===== src/rtl/spec_rf_pkg.sv =====
package spec_rf_pkg;

  // Per-entry speculation state stored next to the data word.
  typedef struct packed {
    logic poison;
    logic fault;
  } tag_t;

endpackage


===== src/rtl/spec_rf_tag_next.sv =====
module spec_rf_tag_next
  import spec_rf_pkg::*;
(
  input  logic spec_i,
  input  logic src_poison_i,
  input  logic fault_i,
  output tag_t tag_o
);

  logic poisoned;

  always_comb begin
    poisoned     = spec_i | src_poison_i;
    tag_o.poison = poisoned;
    // A fault is only kept when it must be deferred; clean writes drop it.
    tag_o.fault  = poisoned & fault_i;
  end

endmodule


===== src/rtl/spec_rf_read_port.sv =====
module spec_rf_read_port #(
  parameter int NUM_REGS = 32,
  parameter int DATA_W   = 64,
  parameter int AW       = $clog2(NUM_REGS)
) (
  input  logic [AW-1:0]       addr_i,
  input  logic [DATA_W-1:0]   data_q_i [NUM_REGS],
  input  logic [NUM_REGS-1:0] poison_vec_i,
  input  logic                byp_en_i,
  input  logic [AW-1:0]       byp_addr_i,
  input  logic [DATA_W-1:0]   byp_data_i,
  input  logic                byp_poison_i,
  output logic [DATA_W-1:0]   data_o,
  output logic                poison_o
);

  logic hit;

  always_comb begin
    hit = byp_en_i && (byp_addr_i == addr_i);
    if (hit) begin
      data_o   = byp_data_i;
      poison_o = byp_poison_i;
    end else if (addr_i == '0) begin
      data_o   = '0;
      poison_o = 1'b0;
    end else begin
      data_o   = data_q_i[addr_i];
      poison_o = poison_vec_i[addr_i];
    end
  end

endmodule


===== src/rtl/spec_rf_check.sv =====
module spec_rf_check #(
  parameter int NUM_REGS = 32,
  parameter int AW       = $clog2(NUM_REGS)
) (
  input  logic                valid_i,
  input  logic                confirm_i,
  input  logic [AW-1:0]       addr_i,
  input  logic [NUM_REGS-1:0] fault_vec_i,
  output logic                raise_o,
  output logic                clear_o
);

  logic live;

  always_comb begin
    live    = valid_i && (addr_i != '0);
    raise_o = live && confirm_i && fault_vec_i[addr_i];
    clear_o = live && !raise_o;
  end

endmodule


===== src/rtl/spec_regfile.sv =====
module spec_regfile
  import spec_rf_pkg::*;
#(
  parameter int NUM_REGS = 32,
  parameter int DATA_W   = 64
) (
  input  logic                         clk_i,
  input  logic                         rst_n_i,
  input  logic [$clog2(NUM_REGS)-1:0]  rd0_addr_i,
  output logic [DATA_W-1:0]            rd0_data_o,
  output logic                         rd0_poison_o,
  input  logic [$clog2(NUM_REGS)-1:0]  rd1_addr_i,
  output logic [DATA_W-1:0]            rd1_data_o,
  output logic                         rd1_poison_o,
  input  logic                         wr_en_i,
  input  logic [$clog2(NUM_REGS)-1:0]  wr_addr_i,
  input  logic [DATA_W-1:0]            wr_data_i,
  input  logic                         wr_spec_i,
  input  logic                         wr_src_poison_i,
  input  logic                         wr_fault_i,
  input  logic                         chk_valid_i,
  input  logic [$clog2(NUM_REGS)-1:0]  chk_addr_i,
  input  logic                         chk_confirm_i,
  output logic                         exc_o,
  output logic [$clog2(NUM_REGS)-1:0]  exc_reg_o
);

  localparam int AW       = $clog2(NUM_REGS);
  localparam int RD_PORTS = 2;

  logic [DATA_W-1:0]   data_q [NUM_REGS];
  tag_t                tag_q  [NUM_REGS];
  logic [NUM_REGS-1:0] poison_vec;
  logic [NUM_REGS-1:0] fault_vec;

  logic wr_hit;
  tag_t wr_tag;
  logic chk_raise;
  logic chk_clear;

  logic exc_d, exc_q;
  logic [AW-1:0] exc_reg_d, exc_reg_q;
  logic exc_reg_en;

  assign wr_hit = wr_en_i && (wr_addr_i != '0);

  spec_rf_tag_next u_tag_next (
    .spec_i       (wr_spec_i),
    .src_poison_i (wr_src_poison_i),
    .fault_i      (wr_fault_i),
    .tag_o        (wr_tag)
  );

  spec_rf_check #(.NUM_REGS(NUM_REGS), .AW(AW)) u_check (
    .valid_i     (chk_valid_i),
    .confirm_i   (chk_confirm_i),
    .addr_i      (chk_addr_i),
    .fault_vec_i (fault_vec),
    .raise_o     (chk_raise),
    .clear_o     (chk_clear)
  );

  // Storage entries; entry 0 is a constant zero.
  for (genvar g = 0; g < NUM_REGS; g++) begin : g_entry
    if (g == 0) begin : g_zero
      assign data_q[g] = '0;
      assign tag_q[g]  = '0;
    end else begin : g_live
      logic data_en;
      logic tag_en;
      tag_t tag_nxt;

      always_comb begin
        data_en = wr_hit && (wr_addr_i == AW'(g));
        tag_en  = data_en || (chk_clear && (chk_addr_i == AW'(g)));
        // Write tag wins over a same-cycle clear.
        tag_nxt = data_en ? wr_tag : '0;
      end

      always_ff @(posedge clk_i or negedge rst_n_i) begin
        if (!rst_n_i) begin
          data_q[g] <= '0;
          tag_q[g]  <= '0;
        end else begin
          if (data_en) data_q[g] <= wr_data_i;
          if (tag_en)  tag_q[g]  <= tag_nxt;
        end
      end
    end
    assign poison_vec[g] = tag_q[g].poison;
    assign fault_vec[g]  = tag_q[g].fault;
  end

  // Read ports.
  logic [AW-1:0]     rd_addr   [RD_PORTS];
  logic [DATA_W-1:0] rd_data   [RD_PORTS];
  logic              rd_poison [RD_PORTS];

  assign rd_addr[0] = rd0_addr_i;
  assign rd_addr[1] = rd1_addr_i;

  for (genvar p = 0; p < RD_PORTS; p++) begin : g_rd
    spec_rf_read_port #(.NUM_REGS(NUM_REGS), .DATA_W(DATA_W), .AW(AW)) u_port (
      .addr_i       (rd_addr[p]),
      .data_q_i     (data_q),
      .poison_vec_i (poison_vec),
      .byp_en_i     (wr_hit),
      .byp_addr_i   (wr_addr_i),
      .byp_data_i   (wr_data_i),
      .byp_poison_i (wr_tag.poison),
      .data_o       (rd_data[p]),
      .poison_o     (rd_poison[p])
    );
  end

  assign rd0_data_o   = rd_data[0];
  assign rd0_poison_o = rd_poison[0];
  assign rd1_data_o   = rd_data[1];
  assign rd1_poison_o = rd_poison[1];

  // Exception pulse register.
  always_comb begin
    exc_d      = chk_raise;
    exc_reg_en = chk_raise;
    exc_reg_d  = chk_addr_i;
  end

  always_ff @(posedge clk_i or negedge rst_n_i) begin
    if (!rst_n_i) begin
      exc_q     <= 1'b0;
      exc_reg_q <= '0;
    end else begin
      exc_q <= exc_d;
      if (exc_reg_en) exc_reg_q <= exc_reg_d;
    end
  end

  assign exc_o     = exc_q;
  assign exc_reg_o = exc_reg_q;

endmodule


===== config.mk =====
export PLATFORM = sky130hd
export DESIGN_NAME = spec_regfile
export DESIGN_NICKNAME = d
export VERILOG_FILES = /design/src/rtl/spec_rf_pkg.sv /design/src/rtl/spec_rf_tag_next.sv /design/src/rtl/spec_rf_read_port.sv /design/src/rtl/spec_rf_check.sv /design/src/rtl/spec_regfile.sv
export SDC_FILE = /design/constraint.sdc
export NUM_CORES = 2
export LEC_CHECK = 0
export BUFFER_PORTS_ARGS = -buffer_cell sky130_fd_sc_hd__buf_2
export CORE_MARGIN = 1.5
export CORE_UTILIZATION = 29
export DETAILED_ROUTE_END_ITERATION = 12
export PLACE_DENSITY = 0.48
export SYNTH_ARGS = -nofsm -noshare
export SYNTH_HDL_FRONTEND = slang
export SYNTH_SLANG_ARGS = --single-unit
export TNS_END_PERCENT = 10

===== constraint.sdc =====
create_clock -name clk_i -period 4.15 [get_ports clk_i]
set_input_delay 0.2075 -clock clk_i [delete_from_list [all_inputs] [get_ports clk_i]]
set_output_delay 0.2075 -clock clk_i [all_outputs]
set_load 0.02 [all_outputs]

==> flow_summary.ini <==
[cells_and_area]
drive_gt1_frac = 0.322
area_growth_pct = 15.4
fin_nets = 9571
num-fill-cells = 37400

[yosys]
synth_top_area_cell = dfrtp_1
synth-main-ff-cell = dfrtp_1
ys_seq_area_frac = 0.464
syn_inst = 9508
synth.top_cell.area_share = 0.464
mappedNetlistArea_um2 = 111000
ys_ff_latch = 2052
ys_types = 50
synth_edf_count = 0
syn-num-nets = 9600
async_reset_ff_frac = 1.00
synth_top_cells_by_area = dfrtp_1 46%, mux4_2 24%, nand2_1 13%, mux2_2 9.2%, clkbuf_1 2.1%
yosysMostFrequentCell = nand2_1
avgSynthCellArea_um2 = 11.6
synthTopCellsByCount = 3889 x nand2_1, 2052 x dfrtp_1, 1174 x mux4_2
yosys_warnings = 0

[power]
p_clk_frac = 0.357
leakage_nw = 58.8
power_density_nw_per_um2 = 487
p_int_w = 0.0441
p_sw_w = 0.0182
power_frac_seq = 0.427
combPwrFrac = 0.216
peakVddDrop_mv = 0.375
switching_share = 0.292

[clock_network]
clk_pin_slew_worst_paths_ps = 60
clk_latency_ps = 930
postCtsSetupBuffers = 0
root_buffer = clkbuf_16
cts_tree = done
htreeDepth = 4
cts_resized = 0
clock-sinks = 2052
clock_path_buffers = 4
cts_buffers = 236
cts_hold_buf = 80

[outcome]
status = finished clean

[worst_setup_path]
startpoint_type = primary input
arrival_ps = 3530
cp_max_fo = 12
cp_top_family = compound AO/OA/AOI/OAI gates
r2r-end = exc_reg_o[2]$_DFFE_PN0P_
critical_path_class = primary input to primary output
path_common_cell = buf_2
slowest_stage = o21ai_0
worstPathRequired_ps = 3940
slowest_delay_ps = 780
end_kind = primary output
r2r_cells = 6
ff2ff_setup_slack_ps = 1340
reg2reg_from = fault_vec[21]$_DFFE_PN0P_
crit_path_cell_trace = buf_2 > or2_1 > o41ai_1 > nor4_2 > o21bai_4 > buf_4 > o21ai_0 > buf_2
cp_num_buf_inv = 3

[global_route]
grt_overflow_total = 0
grt_max_degree = 154
grt_use_total = 0.229
grt_pass1_vias = 83800
grt_pass1_wl_um = 636000
antenna_found_initial = 41

[die]
initial_utilization = 0.292
die_h_um = 621
die_w_um = 621
die-area_um2 = 385000
rows = 226
ios = 228
core_area_um2 = 379000

[routing]
via_per_inst = 5.54
avgRoutedWirePerCell_um = 30.2
drt-initial-drc-count = 8644
totalWireLength_um = 444000
dr.pass1.iters = 6
vias = 81400
antenna_left = 0
drc = 0

[placed_design]
portBuffers = 227
pre_cts_slack_ps = 394
hpwlAfterDp_um = 253000
gp_congestion = 0.809

[min_path]
hold_path_class = primary input to flop
holdPathEnd = fault_vec[3]$_DFFE_PN0P_
worstHoldStart = chk_addr_i[4]
whs_path_depth = 3

[sta]
tns_ps = 0
min_period_over_period = 0.901
tightest_slew_ps = 1270
hold_viol_final = 0
period_needed_ps = 3740
max_slew_margin = 0.155
rsz0062_at_grt = no
fin_ws_ps = 412
fmax_mhz = 268
drv_slew = 0
setup_viol_count_final = 0
finClkSkew_ps = 35.6

[run]
maxCapViolCount = 0
[cell usage in the layout (no fill, tap or decap), types with 6 or more instances in the layout]
| master | netlist | final |
|---|---|---|
| nand2_1 | 3889 | 3858 |
| dfrtp_1 | 2052 | 2052 |
| dlygate4sd3_1 | 0 | 79 |
| nor2_4 | 0 | 16 |
| a22o_1 | 130 | 130 |
| o21ai_0 | 134 | 132 |
| xnor2_1 | 6 | 6 |
| nor4_4 | 9 | 9 |
| clkbuf_8 | 0 | 66 |
| nand2_4 | 0 | 31 |
| o22ai_1 | 62 | 62 |
| mux2i_1 | 134 | 134 |
| clkinv_2 | 0 | 40 |
| diode_2 | 0 | 20 |
| nor3_1 | 13 | 11 |
| buf_8 | 0 | 8 |
| mux2_2 | 902 | 902 |
| clkinvlp_4 | 0 | 10 |
| buf_2 | 146 | 216 |
| buf_12 | 1 | 104 |
| nor2_1 | 30 | 13 |
| clkbuf_1 | 633 | 41 |
| clkbuf_16 | 0 | 238 |
| mux4_2 | 1174 | 1174 |
| bufinv_16 | 0 | 23 |
| buf_4 | 1 | 228 |
| nor3_2 | 4 | 6 |
[worst max path at each step]
| stage | cells past startpoint | from | endpoint | slack [ps] |
|---|---|---|---|---|
| 2_1_floorplan | 8 | rd1_addr_i[1] | rd1_data_o[11] | 1630 |
| 3_3_place_gp | 7 | wr_addr_i[1] | rd1_data_o[61] | 360 |
| 3_5_place_dp | 7 | wr_addr_i[1] | rd1_data_o[61] | 390 |
| 4_1_cts | 7 | wr_addr_i[1] | rd1_data_o[61] | 370 |
| 5_1_grt | 8 | wr_addr_i[1] | rd0_data_o[61] | 350 |
| 6_report | 8 | wr_addr_i[1] | rd0_data_o[61] | 410 |
[area by class of cell]
type	count	area (um^2)	share of cell area
sequential	2052	51300	0.402
inverter	2	7.51	0.0000588
antenna	20	50.0	0.000392
clock inverter	83	1100	0.00865
tap	5016	6280	0.0491
timing repair buffer	637	5810	0.0455
multi-input combinational	6550	56100	0.439
clock buffer	345	7020	0.0549
[registers in the layout, indices dropped and copies added, names as in the netlist]
signal	count
data_q	1984
exc_o	1
exc_reg_o	5
fault_vec	31
poison_vec	31
[per-stage QoR]
stage          instance area, um^2  hold slack, ps   util  total power [W]  instances
3_3_place_gp                119000             213  0.313           0.0397      14200
4_1_cts                     128000            19.3  0.337           0.0627      14700
2_1_floorplan               111000           -88.1      -           0.0355       9508
5_1_grt                     128000            78.9  0.337           0.0650      14700
3_5_place_dp                119000             217  0.313           0.0403      14200
6_report                    128000            58.3  0.337           0.0622      14700
[worst reg2reg max path, delay by kind of cell, from the launching register on]
kind	cells	cell delay [ps]
and+or+nand+nor	1	790
AOI/OAI and AO/OA	2	270
buffers and inverters	1	560
DFF	1	360
muxes	2	690
[metal layers]
layer  global-route usage  up-vias  routed length [um]
li1                     -    33300                   -
met1                0.300    43500              179000
met2                0.376     3651              211000
met3               0.0374      893               33200
met4               0.0945       12               20500
met5                    0        -                  72
[cell families after synthesis]
family	share of synthesized area
flops	0.464
xor+xnor	0.000791
simple gates	0.139
buf+inv	0.0328
compound gates	0.0211
mux	0.343
[power by group through the flow]
stage | sequential, W | combinational, W | clock (W)
finish | 0.0266 | 0.0134 | 0.0222
global route | 0.0271 | 0.0145 | 0.0233
CTS | 0.0265 | 0.0136 | 0.0226
detailed placement | 0.0269 | 0.0135 | 0
global placement | 0.0265 | 0.0132 | 0
floorplan | 0.0259 | 0.00955 | 0
(Power assumes the default switching activity.)
